==> src/rtl/eth_dst_filter_pkg.sv <==
package eth_dst_filter_pkg;

  localparam int CRC_W = 32;

  typedef struct packed {
    logic promisc;
    logic bcast_dis;
    logic mcast_all;
    logic mcast_hash;
    logic ucast_hash;
    logic invert;
  } filt_ctrl_t;

  // One byte of an LSB-first CRC update.
  function automatic logic [CRC_W-1:0] crc_step_byte(
    input logic [CRC_W-1:0] crc_in,
    input logic [7:0]       data,
    input logic [CRC_W-1:0] poly
  );
    logic [CRC_W-1:0] c;
    c = crc_in ^ {{(CRC_W-8){1'b0}}, data};
    for (int k = 0; k < 8; k++) begin
      c = c[0] ? ((c >> 1) ^ poly) : (c >> 1);
    end
    return c;
  endfunction

endpackage

==> src/rtl/dst_byte_seq.sv <==
module dst_byte_seq #(
  parameter int N_BYTES = 6,
  localparam int CNT_W = $clog2(N_BYTES + 1)
) (
  input  logic             clk,
  input  logic             rst_n,
  input  logic             start_i,
  input  logic             byte_vld_i,
  output logic             take_o,
  output logic             first_o,
  output logic             last_o,
  output logic [CNT_W-1:0] byte_idx_o,
  output logic             done_o
);

  logic [CNT_W-1:0] cnt_q;
  logic             done_q;
  logic             active;

  // An address is open after start until N_BYTES bytes have been taken.
  assign active     = (cnt_q != '0) && (cnt_q < CNT_W'(N_BYTES));
  assign first_o    = start_i;
  assign take_o     = start_i | (byte_vld_i & active);
  assign byte_idx_o = start_i ? '0 : cnt_q;
  assign last_o     = take_o && (byte_idx_o == CNT_W'(N_BYTES - 1));
  assign done_o     = done_q;

  always_ff @(posedge clk or negedge rst_n) begin
    if (!rst_n) begin
      cnt_q  <= '0;
      done_q <= 1'b0;
    end else begin
      done_q <= last_o;
      if (start_i) begin
        cnt_q <= CNT_W'(1);
      end else if (take_o) begin
        cnt_q <= cnt_q + CNT_W'(1);
      end
    end
  end

endmodule

==> src/rtl/dst_crc_acc.sv <==
module dst_crc_acc
  import eth_dst_filter_pkg::*;
#(
  parameter logic [CRC_W-1:0] POLY  = 32'hEDB8_8320,
  parameter int               OUT_W = 6
) (
  input  logic             clk,
  input  logic             rst_n,
  input  logic             take_i,
  input  logic             first_i,
  input  logic [7:0]       byte_i,
  output logic [OUT_W-1:0] top_o
);

  logic [CRC_W-1:0] crc_q;
  logic [CRC_W-1:0] crc_base;
  logic [CRC_W-1:0] crc_next;

  // A start reseeds the register, so no state leaks from an older address.
  assign crc_base = first_i ? '1 : crc_q;
  assign crc_next = crc_step_byte(crc_base, byte_i, POLY);
  assign top_o    = crc_q[CRC_W-1 -: OUT_W];

  always_ff @(posedge clk or negedge rst_n) begin
    if (!rst_n) begin
      crc_q <= '1;
    end else if (take_i) begin
      crc_q <= crc_next;
    end
  end

endmodule

==> src/rtl/dst_addr_track.sv <==
module dst_addr_track #(
  parameter int N_BYTES = 6,
  localparam int CNT_W = $clog2(N_BYTES + 1)
) (
  input  logic               clk,
  input  logic               rst_n,
  input  logic               take_i,
  input  logic               first_i,
  input  logic [CNT_W-1:0]   byte_idx_i,
  input  logic [7:0]         byte_i,
  input  logic [8*N_BYTES-1:0] station_i,
  output logic               match_o,
  output logic               bcast_o,
  output logic               mcast_o
);

  logic       match_q, bcast_q, mcast_q;
  logic [7:0] ref_byte;
  logic       match_base, bcast_base;

  // Select the station byte that lines up with the incoming byte.
  always_comb begin
    ref_byte = '0;
    for (int i = 0; i < N_BYTES; i++) begin
      if (byte_idx_i == CNT_W'(i)) ref_byte = station_i[8*i +: 8];
    end
  end

  assign match_base = first_i ? 1'b1 : match_q;
  assign bcast_base = first_i ? 1'b1 : bcast_q;

  always_ff @(posedge clk or negedge rst_n) begin
    if (!rst_n) begin
      match_q <= 1'b0;
      bcast_q <= 1'b0;
      mcast_q <= 1'b0;
    end else if (take_i) begin
      match_q <= match_base & (byte_i == ref_byte);
      bcast_q <= bcast_base & (byte_i == 8'hFF);
      if (first_i) mcast_q <= byte_i[0];
    end
  end

  assign match_o = match_q;
  assign bcast_o = bcast_q;
  assign mcast_o = mcast_q;

endmodule

==> src/rtl/dst_decide.sv <==
module dst_decide
  import eth_dst_filter_pkg::*;
#(
  parameter int TBL_W = 32,
  localparam int SEL_W = $clog2(TBL_W),
  localparam int IDX_W = SEL_W + 1
) (
  input  filt_ctrl_t       ctrl_i,
  input  logic             match_i,
  input  logic             bcast_i,
  input  logic             mcast_i,
  input  logic [IDX_W-1:0] idx_i,
  input  logic [TBL_W-1:0] hash_hi_i,
  input  logic [TBL_W-1:0] hash_lo_i,
  output logic             use_hash_o,
  output logic             hash_hit_o,
  output logic             accept_o
);

  function automatic logic table_bit(
    input logic [IDX_W-1:0] idx,
    input logic [TBL_W-1:0] hi,
    input logic [TBL_W-1:0] lo
  );
    return idx[SEL_W] ? hi[idx[SEL_W-1:0]] : lo[idx[SEL_W-1:0]];
  endfunction

  assign use_hash_o = mcast_i ? ctrl_i.mcast_hash : ctrl_i.ucast_hash;
  assign hash_hit_o = table_bit(idx_i, hash_hi_i, hash_lo_i);

  // Priority: promiscuous, broadcast, pass-all multicast, hash, exact.
  always_comb begin
    if (ctrl_i.promisc)                  accept_o = 1'b1;
    else if (bcast_i)                    accept_o = ~ctrl_i.bcast_dis;
    else if (mcast_i && ctrl_i.mcast_all) accept_o = 1'b1;
    else if (use_hash_o)                 accept_o = hash_hit_o;
    else                                 accept_o = match_i ^ ctrl_i.invert;
  end

endmodule

==> src/rtl/eth_dst_filter.sv <==
module eth_dst_filter
  import eth_dst_filter_pkg::*;
#(
  parameter int               N_BYTES = 6,
  parameter int               TBL_W   = 32,
  parameter logic [CRC_W-1:0] POLY    = 32'hEDB8_8320,
  localparam int CNT_W = $clog2(N_BYTES + 1),
  localparam int IDX_W = $clog2(TBL_W) + 1
) (
  input  logic                 clk,
  input  logic                 rst_n,
  input  logic                 start_i,
  input  logic                 byte_vld_i,
  input  logic [7:0]           byte_i,
  input  logic [8*N_BYTES-1:0] station_addr_i,
  input  logic [TBL_W-1:0]     hash_hi_i,
  input  logic [TBL_W-1:0]     hash_lo_i,
  input  logic                 promisc_i,
  input  logic                 bcast_dis_i,
  input  logic                 mcast_all_i,
  input  logic                 mcast_hash_i,
  input  logic                 ucast_hash_i,
  input  logic                 invert_i,
  output logic                 done_o,
  output logic                 accept_o
);

  filt_ctrl_t       ctrl_in, ctrl_q;
  logic             take_ev, first_ev, last_ev;
  logic [CNT_W-1:0] byte_idx;
  logic [IDX_W-1:0] hash_idx;
  logic             is_match, is_bcast, is_mcast;
  logic             use_hash, hash_hit, verdict;

  assign ctrl_in = '{promisc: promisc_i, bcast_dis: bcast_dis_i,
                     mcast_all: mcast_all_i, mcast_hash: mcast_hash_i,
                     ucast_hash: ucast_hash_i, invert: invert_i};

  always_ff @(posedge clk or negedge rst_n) begin
    if (!rst_n)       ctrl_q <= '0;
    else if (start_i) ctrl_q <= ctrl_in;
  end

  dst_byte_seq #(.N_BYTES(N_BYTES)) u_seq (
    .clk(clk), .rst_n(rst_n), .start_i(start_i), .byte_vld_i(byte_vld_i),
    .take_o(take_ev), .first_o(first_ev), .last_o(last_ev),
    .byte_idx_o(byte_idx), .done_o(done_o)
  );

  dst_crc_acc #(.POLY(POLY), .OUT_W(IDX_W)) u_crc (
    .clk(clk), .rst_n(rst_n), .take_i(take_ev), .first_i(first_ev),
    .byte_i(byte_i), .top_o(hash_idx)
  );

  dst_addr_track #(.N_BYTES(N_BYTES)) u_track (
    .clk(clk), .rst_n(rst_n), .take_i(take_ev), .first_i(first_ev),
    .byte_idx_i(byte_idx), .byte_i(byte_i), .station_i(station_addr_i),
    .match_o(is_match), .bcast_o(is_bcast), .mcast_o(is_mcast)
  );

  dst_decide #(.TBL_W(TBL_W)) u_decide (
    .ctrl_i(ctrl_q), .match_i(is_match), .bcast_i(is_bcast),
    .mcast_i(is_mcast), .idx_i(hash_idx), .hash_hi_i(hash_hi_i),
    .hash_lo_i(hash_lo_i), .use_hash_o(use_hash), .hash_hit_o(hash_hit),
    .accept_o(verdict)
  );

  assign accept_o = done_o & verdict;

endmodule

==> config.mk <==
export PLATFORM = sky130hd
export DESIGN_NAME = eth_dst_filter
export DESIGN_NICKNAME = d
export VERILOG_FILES = /design/src/rtl/eth_dst_filter_pkg.sv /design/src/rtl/dst_byte_seq.sv /design/src/rtl/dst_crc_acc.sv /design/src/rtl/dst_addr_track.sv /design/src/rtl/dst_decide.sv /design/src/rtl/eth_dst_filter.sv
export SDC_FILE = /design/constraint.sdc
export NUM_CORES = 1
export LEC_CHECK = 0
export BUFFER_PORTS_ARGS = -buffer_cell sky130_fd_sc_hd__buf_2
export CAP_MARGIN = 20
export CORE_MARGIN = 8
export CORE_UTILIZATION = 40
export DETAILED_ROUTE_END_ITERATION = 12
export PLACE_DENSITY = 0.75
export SYNTH_ARGS = -nofsm -noshare
export SYNTH_HDL_FRONTEND = slang
export SYNTH_SLANG_ARGS = --single-unit
==> constraint.sdc <==
create_clock -name clk -period 7.15 [get_ports clk]
set_input_delay 0.715 -clock clk [delete_from_list [all_inputs] [get_ports clk]]
set_output_delay 0.715 -clock clk [all_outputs]
set_load 0.01 [all_outputs]
==> impl_metrics.prom, run 1 <==
# TYPE chip_impl_metric gauge
chip_impl_info{name="outcome",value="finished, final reports clean"} 1
chip_impl_metric{name="ys_seq_area_share",unit="%"} 27.6
chip_impl_metric{name="core_footprint",unit="um^2"} 10300
chip_impl_metric{name="synthToLayoutAreaGrowth",unit="%"} 18.1
chip_impl_info{name="rsz0062_at_grt",value="false"} 1
chip_impl_metric{name="nNetsFinal",unit=""} 711
chip_impl_metric{name="total_of_hold_buffers_inserted_after_clock_tree_synthesis",unit=""} 0
chip_impl_info{name="main_combinational_cell_family_by_area_after_synthesis",value="compound AO/OA/AOI/OAI gates"} 1
chip_impl_metric{name="timing.clock.skew",unit="ps"} 4.69
chip_impl_metric{name="netlist_instances",unit=""} 481
chip_impl_metric{name="synth.lib_cells_used.distinct",unit=""} 66
chip_impl_metric{name="detail_route.wl_per_cell",unit="um"} 18.0
chip_impl_metric{name="worst_rel_slew_slack",unit="%"} 36.0
chip_impl_metric{name="power.ir.vdd_worst",unit="uV"} 140
chip_impl_metric{name="die_footprint",unit="um^2"} 14100
chip_impl_metric{name="power.density_cell_area",unit="nW/um^2"} 343
chip_impl_info{name="cts.root.buffer_cell",value="sky130_fd_sc_hd__clkbuf_8"} 1
chip_impl_metric{name="top_fanout_value_on_the_critical_path",unit=""} 18
chip_impl_metric{name="htree_levels",unit=""} 2
chip_impl_metric{name="detailedPlacementHpwl",unit="um"} 9740
chip_impl_metric{name="ffs_w_async_s_r_synth",unit="%"} 100
chip_impl_metric{name="vias_in_the_first_global_route",unit=""} 4153
chip_impl_metric{name="first_iter_violations",unit=""} 253
chip_impl_metric{name="cts_made_buffers",unit=""} 5
chip_impl_metric{name="fin_ws",unit="ps"} 3620
chip_impl_info{name="layout.cells.most_common",value="sky130_fd_sc_hd__buf_2"} 1
chip_impl_metric{name="global_route.usage.total",unit="%"} 17.5
chip_impl_metric{name="report.final.setup_viol",unit=""} 0
chip_impl_metric{name="cts-root-to-sink-buffers",unit=""} 2
chip_impl_metric{name="layout-drive-gt1-share",unit="%"} 36.4
chip_impl_metric{name="yosys-mux-area-fraction",unit="%"} 14.1
chip_impl_metric{name="clk_latency",unit="ps"} 300
chip_impl_metric{name="grt.overflow.total",unit=""} 0
chip_impl_metric{name="ios",unit=""} 132
chip_impl_info{name="worstReg2RegStart",value="u_seq.cnt_q[0]$_DFFE_PN0P_"} 1
chip_impl_metric{name="period_minus_slack",unit="ps"} 3540
chip_impl_info{name="worst-setup-path-type",value="flop to primary output"} 1
chip_impl_metric{name="timing.reg2reg.worst_path_depth",unit=""} 7
chip_impl_metric{name="maxClockFrequency",unit="GHz"} 0.283
chip_impl_metric{name="timing.final.hold_violations",unit=""} 0
chip_impl_metric{name="finalSetupTns",unit="ps"} 0
chip_impl_metric{name="viasPerCell",unit=""} 5.70
chip_impl_metric{name="synth-compound-area-share",unit="%"} 20.6
chip_impl_metric{name="synth_xor_area_share",unit="%"} 14.6
chip_impl_metric{name="wire_length_of_the_first_global_routing_pass",unit="um"} 20800
chip_impl_metric{name="clock_slew_at_reported_path_ffs",unit="ps"} 80
chip_impl_info{name="r2r-end",value="u_track.match_o$_DFFE_PN0P_"} 1
chip_impl_metric{name="reg2reg_setup_slack",unit="ps"} 4410
chip_impl_metric{name="core.rowCount",unit=""} 37
chip_impl_metric{name="syn_area",unit="um^2"} 4230
chip_impl_metric{name="final-max-slew-violation-count",unit=""} 0
chip_impl_metric{name="fin_worst_hold_slack",unit="ps"} 386
chip_impl_metric{name="yosysWarningCount",unit=""} 0
chip_impl_metric{name="synth_seq_cells",unit=""} 45
chip_impl_info{name="timing.critical_path.from_type",value="flop"} 1
chip_impl_metric{name="synth_fa_ha_area_share",unit="%"} 0.592
chip_impl_metric{name="routed_wirelength",unit="um"} 12900
chip_impl_metric{name="leakage",unit="nW"} 2.12
chip_impl_metric{name="largest_net_degree_at_the_start_of_global_routing",unit=""} 49
chip_impl_metric{name="die_width",unit="um"} 119
chip_impl_metric{name="initial_core_util",unit="%"} 41.1
chip_impl_metric{name="gp_routability_congestion",unit=""} 0.892
chip_impl_metric{name="final_min_period_over_clock_period",unit="%"} 49.4
chip_impl_metric{name="dpl_worst_slack",unit="ps"} 3600
chip_impl_metric{name="drv_cap",unit=""} 0
chip_impl_metric{name="drt.antenna.violating_nets",unit=""} 0
chip_impl_info{name="most-common-layout-cells",value="sky130_fd_sc_hd__buf_2 (131), sky130_fd_sc_hd__nor2_1 (58), sky130_fd_sc_hd__a21oi_1 (43)"} 1
chip_impl_metric{name="synth_edf_count",unit=""} 0
chip_impl_metric{name="post_cts_buffers",unit=""} 0
chip_impl_info{name="tritoncts",value="yes"} 1
chip_impl_metric{name="timing.critical_path.arrival",unit="ps"} 2820
chip_impl_metric{name="die-height",unit="um"} 119
chip_impl_metric{name="synthSimpleGateAreaFrac",unit="%"} 16.7
chip_impl_info{name="prevailing_post_synth_register_cell",value="sky130_fd_sc_hd__dfstp_2"} 1
chip_impl_metric{name="drc",unit=""} 0
chip_impl_info{name="cp-end-kind",value="primary output"} 1
chip_impl_metric{name="cts_resized",unit=""} 0
chip_impl_metric{name="io_buffer_count",unit=""} 131
chip_impl_metric{name="syn-mean-instance-area",unit="um^2"} 8.79
chip_impl_metric{name="tightestPinTransition",unit="ps"} 960
chip_impl_metric{name="numClockSinks",unit=""} 45
chip_impl_metric{name="num_antenna_cells",unit=""} 0
chip_impl_metric{name="grt_antenna_before_repair",unit=""} 0
chip_impl_metric{name="required",unit="ps"} 6430
chip_impl_metric{name="vias",unit=""} 4080
chip_impl_info{name="worst_hold_path_type",value="primary input to async pin"} 1
chip_impl_metric{name="pre_antenna_drt_iters",unit=""} 5
chip_impl_metric{name="post_syn_nets",unit=""} 613
==> cell usage after synthesis (3+ instances only) <==
| cell | count | area [um^2] |
|---|---|---|
| sky130_fd_sc_hd__mux2_2 | 9 | 101 |
| sky130_fd_sc_hd__nand2b_1 | 4 | 25.0 |
| sky130_fd_sc_hd__o2bb2ai_1 | 8 | 70.1 |
| sky130_fd_sc_hd__o22ai_1 | 9 | 56.3 |
| sky130_fd_sc_hd__o22a_1 | 3 | 26.3 |
| sky130_fd_sc_hd__mux2i_1 | 11 | 110 |
| sky130_fd_sc_hd__a211o_1 | 3 | 26.3 |
| sky130_fd_sc_hd__xnor2_1 | 39 | 342 |
| sky130_fd_sc_hd__nor3_1 | 10 | 50.1 |
| sky130_fd_sc_hd__o21a_1 | 3 | 22.5 |
| sky130_fd_sc_hd__nand4_1 | 4 | 25.0 |
| sky130_fd_sc_hd__clkbuf_2 | 3 | 15.0 |
| sky130_fd_sc_hd__buf_1 | 4 | 15.0 |
| sky130_fd_sc_hd__xnor3_1 | 3 | 67.6 |
| sky130_fd_sc_hd__clkbuf_1 | 24 | 90.1 |
| sky130_fd_sc_hd__mux4_2 | 17 | 383 |
| sky130_fd_sc_hd__nand3_1 | 5 | 25.0 |
| sky130_fd_sc_hd__buf_2 | 11 | 55.1 |
| sky130_fd_sc_hd__nand2_1 | 28 | 105 |
| sky130_fd_sc_hd__inv_1 | 11 | 41.3 |
| sky130_fd_sc_hd__o21ai_0 | 11 | 55.1 |
| sky130_fd_sc_hd__o211ai_1 | 7 | 52.6 |
| sky130_fd_sc_hd__a31oi_1 | 4 | 25.0 |
| sky130_fd_sc_hd__dfrtp_1 | 13 | 325 |
| sky130_fd_sc_hd__dfstp_2 | 32 | 841 |
| sky130_fd_sc_hd__nor2_1 | 58 | 218 |
| sky130_fd_sc_hd__xor2_1 | 20 | 175 |
| sky130_fd_sc_hd__a22oi_1 | 11 | 82.6 |
| sky130_fd_sc_hd__o221ai_1 | 3 | 26.3 |
| sky130_fd_sc_hd__nor2b_1 | 10 | 62.6 |
| sky130_fd_sc_hd__and2_1 | 5 | 31.3 |
| sky130_fd_sc_hd__o21bai_1 | 5 | 37.5 |
| sky130_fd_sc_hd__a21oi_1 | 43 | 215 |
| sky130_fd_sc_hd__or3_1 | 4 | 25.0 |
| sky130_fd_sc_hd__nor4_1 | 3 | 18.8 |
==> worst max-delay path by stage <==
stage                                  end                        start  depth (start not counted)  slack, ps
2_1_floorplan                     accept_o  u_crc.crc_q[26]$_DFFE_PN1P_                          6       4350
3_3_place_gp   u_crc.crc_q[24]$_DFFE_PN1P_                      start_i                          8       3710
3_5_place_dp   u_crc.crc_q[24]$_DFFE_PN1P_                      start_i                          8       3600
4_1_cts                           accept_o  u_crc.crc_q[26]$_DFFE_PN1P_                          7       3570
5_1_grt                           accept_o  u_crc.crc_q[26]$_DFFE_PN1P_                          7       3460
6_report                          accept_o  u_crc.crc_q[26]$_DFFE_PN1P_                          7       3620
==> per-layer routing <==
metal  track usage (%)  vias up  part of all wire, %
met3              3.90       15                  6.3
met2              30.9      130                   50
met4              4.43        0                  1.6
met1              21.1     2005                   42
li1                  -     1930                    -
met5                 0        -                    0
==> stage by stage <==
step / total power (W) / cell area, um^2 / std cells / utilization, %
2_1_floorplan: 0.00134 / 4230 / 481 / -
3_3_place_gp: 0.00151 / 4880 / 707 / 47.5
3_5_place_dp: 0.00155 / 4880 / 707 / 47.5
4_1_cts: 0.00171 / 4960 / 715 / 48.3
5_1_grt: 0.00184 / 4990 / 716 / 48.6
6_report: 0.00171 / 4990 / 716 / 48.6
==> state kept, by name (all words and copies together), names as in the netlist <==
signal           count
u_crc.crc_q         32
u_track.match_o      1
u_track.bcast_o      1
ctrl_q               6
u_seq.cnt_q          3
u_track.mcast_o      1
u_seq.done_o         1
==> area by class of cell <==
class	instances	area, um^2
fill	986	5290
multi-input combinational	379	2810
sequential	45	1170
timing repair buffer	136	713
tap	136	170
clock buffer	6	72.6
inverter	12	45.0
clock inverter	2	10.0
==> worst max-delay path, stage by stage, from the launching register on <==
cell and delay (ps):
sky130_fd_sc_hd__dfstp_2 900, sky130_fd_sc_hd__mux4_2 580, sky130_fd_sc_hd__mux4_2 470, sky130_fd_sc_hd__nor2_1 150, sky130_fd_sc_hd__a31oi_1 60, sky130_fd_sc_hd__nand4b_1 110
sky130_fd_sc_hd__a31oi_1 90, sky130_fd_sc_hd__buf_2 160
==> logic make-up (layout without fill, tap and decap cells) <==
logic type | after synthesis | after routing
AND/OR/NAND/NOR | 146 | 146
AO/OA/AOI/OAI | 130 | 130
buffers and inverters | 57 | 156
adder cells (fa/ha/maj) | 2 | 2
multiplexers | 37 | 37
flip-flops | 45 | 45
XOR/XNOR | 64 | 64
==> where the power goes <==
| group | internal [W] | switching [W] | leakage [nW] |
|---|---|---|---|
| combinational | 0.000498 | 0.000456 | 1.58 |
| clock | 0.0000679 | 0.0000868 | 0.0450 |
| sequential | 0.000423 | 0.000179 | 0.497 |
| total | 0.000989 | 0.000722 | 2.12 |
Power figures use the tool's default switching activity.
==> inputs of run 2 (changes only) <==
Clock period 7.15 ns to 3.49 ns, I/O delays scaled along.
==> impl_metrics.prom, run 2 (synthesis results as in run 1) <==
# TYPE chip_impl_metric gauge
chip_impl_metric{name="synthToLayoutAreaGrowth",unit="%"} 19.7
chip_impl_metric{name="num_antenna_cells",unit=""} 0
chip_impl_metric{name="post_cts_buffers",unit=""} 0
chip_impl_metric{name="tightestPinTransition",unit="ps"} 995
chip_impl_info{name="timing.critical_path.from_type",value="flop"} 1
chip_impl_info{name="top_register",value="u_crc.crc_q"} 1
chip_impl_metric{name="core.rowCount",unit=""} 37
chip_impl_metric{name="multi_input_comb_area",unit="um^2"} 2810
chip_impl_metric{name="required",unit="ps"} 3140
chip_impl_metric{name="timing.final.hold_violations",unit=""} 0
chip_impl_metric{name="drt.antenna.violating_nets",unit=""} 0
chip_impl_info{name="outcome",value="finished, final reports clean"} 1
chip_impl_metric{name="ios",unit=""} 132
chip_impl_metric{name="wire_length_of_the_first_global_routing_pass",unit="um"} 21300
chip_impl_metric{name="finish.cell_count_without_fillers",unit=""} 722
chip_impl_metric{name="detail_route.wl_per_cell",unit="um"} 18.1
chip_impl_info{name="cp_slowest_cell",value="sky130_fd_sc_hd__dfstp_2"} 1
chip_impl_metric{name="cts-root-to-sink-buffers",unit=""} 2
chip_impl_metric{name="pre_antenna_drt_iters",unit=""} 5
chip_impl_metric{name="drv_cap",unit=""} 0
chip_impl_metric{name="viasPerCell",unit=""} 5.77
chip_impl_metric{name="nNetsFinal",unit=""} 717
chip_impl_info{name="critical-path-top-delay-family",value="multiplexers"} 1
chip_impl_metric{name="gp_routability_congestion",unit=""} 0.904
chip_impl_metric{name="routed_wirelength",unit="um"} 13100
chip_impl_metric{name="worst_rel_slew_slack",unit="%"} 33.4
chip_impl_metric{name="numClockSinks",unit=""} 45
chip_impl_metric{name="detailedPlacementHpwl",unit="um"} 10100
chip_impl_metric{name="final.fill_count",unit=""} 985
chip_impl_metric{name="numPlacedInstances",unit=""} 712
chip_impl_info{name="rsz0062_at_grt",value="false"} 1
chip_impl_metric{name="layout-drive-gt1-share",unit="%"} 36.9
chip_impl_metric{name="grt_antenna_before_repair",unit=""} 0
chip_impl_metric{name="global_route.usage.total",unit="%"} 18.1
chip_impl_metric{name="clock_slew_at_reported_path_ffs",unit="ps"} 90
chip_impl_metric{name="period_minus_slack",unit="ps"} 3090
chip_impl_metric{name="die-height",unit="um"} 119
chip_impl_metric{name="vias",unit=""} 4165
chip_impl_metric{name="initial_core_util",unit="%"} 41.1
chip_impl_metric{name="top_fanout_value_on_the_critical_path",unit=""} 18
chip_impl_metric{name="finalSetupTns",unit="ps"} 0
chip_impl_metric{name="timing.critical_path.depth",unit=""} 7
chip_impl_metric{name="die_width",unit="um"} 119
chip_impl_metric{name="power.ir.vdd_worst",unit="uV"} 332
chip_impl_metric{name="cts_made_buffers",unit=""} 5
chip_impl_info{name="most-common-layout-cells",value="sky130_fd_sc_hd__buf_2 (131), sky130_fd_sc_hd__nor2_1 (58), sky130_fd_sc_hd__a21oi_1 (43)"} 1
chip_impl_info{name="tritoncts",value="yes"} 1
chip_impl_info{name="largestRegisters",value="u_crc.crc_q: 32 flops, ctrl_q: 6 flops, u_seq.cnt_q: 3 flops"} 1
chip_impl_metric{name="core_footprint",unit="um^2"} 10300
chip_impl_metric{name="final_min_period_over_clock_period",unit="%"} 88.5
chip_impl_metric{name="timing.critical_path.slowest_cell_delay",unit="ps"} 890
chip_impl_metric{name="report.final.setup_viol",unit=""} 0
chip_impl_metric{name="grt.overflow.total",unit=""} 0
chip_impl_metric{name="timing.critical_path.arrival",unit="ps"} 2740
chip_impl_metric{name="timing.hold.worst_path_depth",unit=""} 2
chip_impl_metric{name="htree_levels",unit=""} 2
chip_impl_info{name="layout.cells.most_common",value="sky130_fd_sc_hd__buf_2"} 1
chip_impl_metric{name="largest_reg_flops",unit=""} 32
chip_impl_metric{name="worst-path-buf-inv",unit=""} 1
chip_impl_info{name="path_cells",value="mux4_2, mux4_2, nor2_1, a31oi_1, nand4b_1, a31oi_1, buf_2"} 1
chip_impl_metric{name="vias_in_the_first_global_route",unit=""} 4328
chip_impl_info{name="cts.root.buffer_cell",value="sky130_fd_sc_hd__clkbuf_8"} 1
chip_impl_metric{name="first_iter_violations",unit=""} 304
chip_impl_info{name="cp-end-kind",value="primary output"} 1
chip_impl_metric{name="die_footprint",unit="um^2"} 14100
chip_impl_info{name="worst_hold_path_type",value="primary input to flop"} 1
chip_impl_info{name="worst-setup-path-type",value="flop to primary output"} 1
chip_impl_metric{name="seq_area",unit="um^2"} 1170
chip_impl_metric{name="timing.reg2reg.worst_path_depth",unit=""} 6
chip_impl_metric{name="drc",unit=""} 0
chip_impl_metric{name="timing.clock.skew",unit="ps"} 15.0
chip_impl_metric{name="clk_latency",unit="ps"} 310
chip_impl_metric{name="leakage",unit="nW"} 2.15
chip_impl_metric{name="power.density_cell_area",unit="nW/um^2"} 714
chip_impl_metric{name="io_buffer_count",unit=""} 131
chip_impl_metric{name="final-max-slew-violation-count",unit=""} 0
chip_impl_metric{name="largest_net_degree_at_the_start_of_global_routing",unit=""} 46
chip_impl_metric{name="maxClockFrequency",unit="GHz"} 0.324
run 2: metal layers:
metal	GRT usage [%]	vias to the layer above	routed length, um
li1	-	1944	-
met1	21.4	2021	5390
met2	31.9	178	6520
met3	4.00	22	949
met4	5.77	0	236
met5	0	-	0
run 2: worst paths after layout:
check                                             from                           to  slack (ps)
hold / removal                             mcast_all_i        ctrl_q[3]$_DFFE_PN0P_         280
max in group asynchronous                        rst_n  u_crc.crc_q[29]$_DFFE_PN1P_        2410
hold reg to reg            u_crc.crc_q[22]$_DFFE_PN1P_  u_crc.crc_q[22]$_DFFE_PN1P_         510
min in group asynchronous                        rst_n   u_seq.cnt_q[1]$_DFFE_PN0P_         510
setup / recovery           u_crc.crc_q[26]$_DFFE_PN1P_                     accept_o         400
setup reg to reg            u_seq.cnt_q[1]$_DFFE_PN0P_  u_track.match_o$_DFFE_PN0P_         980
run 2: power by group:
part	switching (W)	internal, W
registers	0.000339	0.000865
logic	0.000974	0.00103
clock network	0.000186	0.000215
run 2: what timing repair did:
item                      in CTS  in global routing
hold endpoints to repair       0                  1
hold buffers                   0                  1
gates resized for setup        0                  0
run 2: cell type report:
type / instances / share of cell area [%]
tap: 136 / 3.36
clock inverter: 2 / 0.767
sequential: 45 / 23.0
multi-input combinational: 379 / 55.6
inverter: 12 / 0.890
timing repair buffer: 142 / 14.9
clock buffer: 6 / 1.43
run 2: through the flow:
stage | hold WS (ps) | instance area (um^2) | setup WS [ps] | util, % | total power, W
5_1_grt | 274 | 5060 | 195 | 49.2 | 0.00388
4_1_cts | 249 | 5030 | 366 | 48.9 | 0.00361
3_5_place_dp | 501 | 4920 | 694 | 47.9 | 0.00319
2_1_floorplan | 53.4 | 4230 | 1050 | - | 0.00274
3_3_place_gp | 482 | 4920 | 715 | 47.9 | 0.00311
6_report | 275 | 5060 | 401 | 49.2 | 0.00361
run 2: worst reg2reg max path, delay by kind of cell, from the launching register on:
kind	cells	cell delay, ps
compound gates	3	660
xor+xnor	1	140
flops	1	710
simple gates	2	950
==> inputs of run 3 (changes only) <==
Settings changed: CORE_MARGIN 8 to not set.
==> impl_metrics.prom, run 3 (synthesis results as in run 1) <==
# TYPE chip_impl_metric gauge
chip_impl_metric{name="wire_length_of_the_first_global_routing_pass",unit="um"} 21000
chip_impl_metric{name="drv_cap",unit=""} 0
chip_impl_info{name="largestRegisters",value="u_crc.crc_q: 32 flops, ctrl_q: 6 flops, u_seq.cnt_q: 3 flops"} 1
chip_impl_metric{name="routed_wirelength",unit="um"} 12700
chip_impl_info{name="cp-end-kind",value="primary output"} 1
chip_impl_metric{name="finalInstanceArea",unit="um^2"} 5060
chip_impl_metric{name="die-height",unit="um"} 105
chip_impl_metric{name="required",unit="ps"} 3140
chip_impl_info{name="timing.critical_path.from_type",value="flop"} 1
chip_impl_metric{name="core.rowCount",unit=""} 37
chip_impl_metric{name="io_buffer_count",unit=""} 131
chip_impl_metric{name="report.final.setup_viol",unit=""} 0
chip_impl_metric{name="initial_core_util",unit="%"} 41.1
chip_impl_metric{name="detail_route.wl_per_cell",unit="um"} 17.6
chip_impl_metric{name="vias",unit=""} 4135
chip_impl_metric{name="period_minus_slack",unit="ps"} 2930
chip_impl_info{name="outcome",value="finished, final reports clean"} 1
chip_impl_metric{name="power.density_cell_area",unit="nW/um^2"} 712
chip_impl_metric{name="gp_routability_congestion",unit=""} 0.924
chip_impl_metric{name="grt.overflow.total",unit=""} 0
chip_impl_metric{name="num_antenna_cells",unit=""} 0
chip_impl_metric{name="drt.antenna.violating_nets",unit=""} 0
chip_impl_metric{name="clock_slew_at_reported_path_ffs",unit="ps"} 100
chip_impl_metric{name="largest_reg_flops",unit=""} 32
chip_impl_metric{name="first_iter_violations",unit=""} 270
chip_impl_info{name="most-common-layout-cells",value="sky130_fd_sc_hd__buf_2 (131), sky130_fd_sc_hd__nor2_1 (58), sky130_fd_sc_hd__a21oi_1 (43)"} 1
chip_impl_metric{name="nNetsFinal",unit=""} 720
chip_impl_metric{name="layout-drive-gt1-share",unit="%"} 37.4
chip_impl_info{name="rsz0062_at_grt",value="false"} 1
chip_impl_metric{name="leakage",unit="nW"} 2.16
chip_impl_metric{name="pre_antenna_drt_iters",unit=""} 5
chip_impl_info{name="top_register",value="u_crc.crc_q"} 1
chip_impl_metric{name="global_route.usage.total",unit="%"} 23.7
chip_impl_info{name="tritoncts",value="yes"} 1
chip_impl_metric{name="worst_rel_slew_slack",unit="%"} 47.6
chip_impl_metric{name="largest_net_degree_at_the_start_of_global_routing",unit=""} 46
chip_impl_info{name="worst_hold_path_type",value="primary input to flop"} 1
chip_impl_metric{name="ios",unit=""} 132
chip_impl_metric{name="final-max-slew-violation-count",unit=""} 0
chip_impl_metric{name="cts_made_buffers",unit=""} 5
chip_impl_metric{name="die_footprint",unit="um^2"} 11000
chip_impl_metric{name="grt_antenna_before_repair",unit=""} 0
chip_impl_metric{name="placed_cell_areas",unit="um^2"} 4940
chip_impl_metric{name="drc",unit=""} 0
chip_impl_info{name="worst-setup-path-type",value="flop to primary output"} 1
chip_impl_metric{name="clk_latency",unit="ps"} 320
chip_impl_metric{name="tightestPinTransition",unit="ps"} 783
chip_impl_metric{name="viasPerCell",unit=""} 5.70
chip_impl_metric{name="top_fanout_value_on_the_critical_path",unit=""} 12
chip_impl_metric{name="numClockSinks",unit=""} 45
chip_impl_metric{name="detailedPlacementHpwl",unit="um"} 9750
chip_impl_metric{name="power.ir.vdd_worst",unit="uV"} 285
chip_impl_metric{name="synthToLayoutAreaGrowth",unit="%"} 19.8
chip_impl_metric{name="cts-root-to-sink-buffers",unit=""} 2
chip_impl_metric{name="finalSetupTns",unit="ps"} 0
chip_impl_metric{name="vias_in_the_first_global_route",unit=""} 4325
chip_impl_metric{name="core_footprint",unit="um^2"} 10300
chip_impl_metric{name="final_min_period_over_clock_period",unit="%"} 83.9
chip_impl_info{name="layout.cells.most_common",value="sky130_fd_sc_hd__buf_2"} 1
chip_impl_metric{name="timing.clock.skew",unit="ps"} 15.9
chip_impl_metric{name="timing.critical_path.arrival",unit="ps"} 2580
chip_impl_metric{name="maxClockFrequency",unit="GHz"} 0.342
chip_impl_metric{name="die_width",unit="um"} 105
chip_impl_metric{name="timing.final.hold_violations",unit=""} 0
chip_impl_info{name="cts.root.buffer_cell",value="sky130_fd_sc_hd__clkbuf_8"} 1
chip_impl_metric{name="htree_levels",unit=""} 2
-- run 3: cell count changes in the layout (fill, tap and decap cells not counted), sizes merged --
cell and delta:
buf +3, bufinv -1, clkbuf -1, clkinvlp +1
inv +1
-- run 3: timing repair --
item / in CTS / in global routing
endpoints found under the hold margin: 0 / 10
gates resized for setup: 0 / 0
setup buffers: 0 / 0
setup endpoints to repair: 0 / 0
hold buffers: 0 / 1
-- run 3: worst paths after layout --
path	from	endpoint	slack, ps	cells after the start
worst max-delay path	u_crc.crc_q[26]$_DFFE_PN1P_	accept_o	560	7
worst min-delay path	promisc_i	ctrl_q[5]$_DFFE_PN0P_	260	2
worst max register to register	u_seq.cnt_q[0]$_DFFE_PN0P_	u_seq.cnt_q[2]$_DFFE_PN0P_	1010	9
worst min register to register	u_crc.crc_q[22]$_DFFE_PN1P_	u_crc.crc_q[22]$_DFFE_PN1P_	510	2
max in group asynchronous	rst_n	u_crc.crc_q[4]$_DFFE_PN1P_	2380	3
min in group asynchronous	rst_n	u_track.match_o$_DFFE_PN0P_	520	2
-- run 3: per-layer routing --
layer  global-route usage, %  up-vias  share of wire (%)
met2                    41.1      154                 49
met1                    29.1     2002                 44
met5                       0        -                  0
li1                        -     1953                  -
met3                    4.87       26                6.0
met4                    8.25        0                1.7
-- run 3: final cells by class --
class	count	area, um^2
fillers	971	5210
multi-input cells	379	2810
flip-flops and latches	45	1170
repair buffers	145	776
well taps	136	170
clock buffers	5	68.8
inverters	12	45.0
clock inverters	3	25.0
-- run 3: report_power, final --
| part | switching (W) | internal, W |
|---|---|---|
| Sequential | 0.000326 | 0.000865 |
| Clock | 0.000208 | 0.000145 |
| Combinational | 0.00102 | 0.00105 |
| Total | 0.00155 | 0.00206 |
-- run 3: through the flow --
stage	util [%]	cells	total power, W	worst slack (ps)	hold slack (ps)
floorplan	-	481	0.00274	1050	53.4
global placement	48.1	715	0.00315	967	476
detailed placement	48.1	715	0.00323	891	500
CTS	49.0	723	0.00359	532	242
global route	49.3	725	0.00386	418	255
finish	49.3	725	0.00360	563	262
-- run 3: critical path, cell delays in order, from the launching register on --
cell,delay (ps)
sky130_fd_sc_hd__dfstp_2,670
sky130_fd_sc_hd__buf_4,280
sky130_fd_sc_hd__mux4_2,510
sky130_fd_sc_hd__a211oi_1,260
sky130_fd_sc_hd__a311oi_1,70
sky130_fd_sc_hd__o21ai_0,190
sky130_fd_sc_hd__a31oi_1,110
sky130_fd_sc_hd__buf_2,160
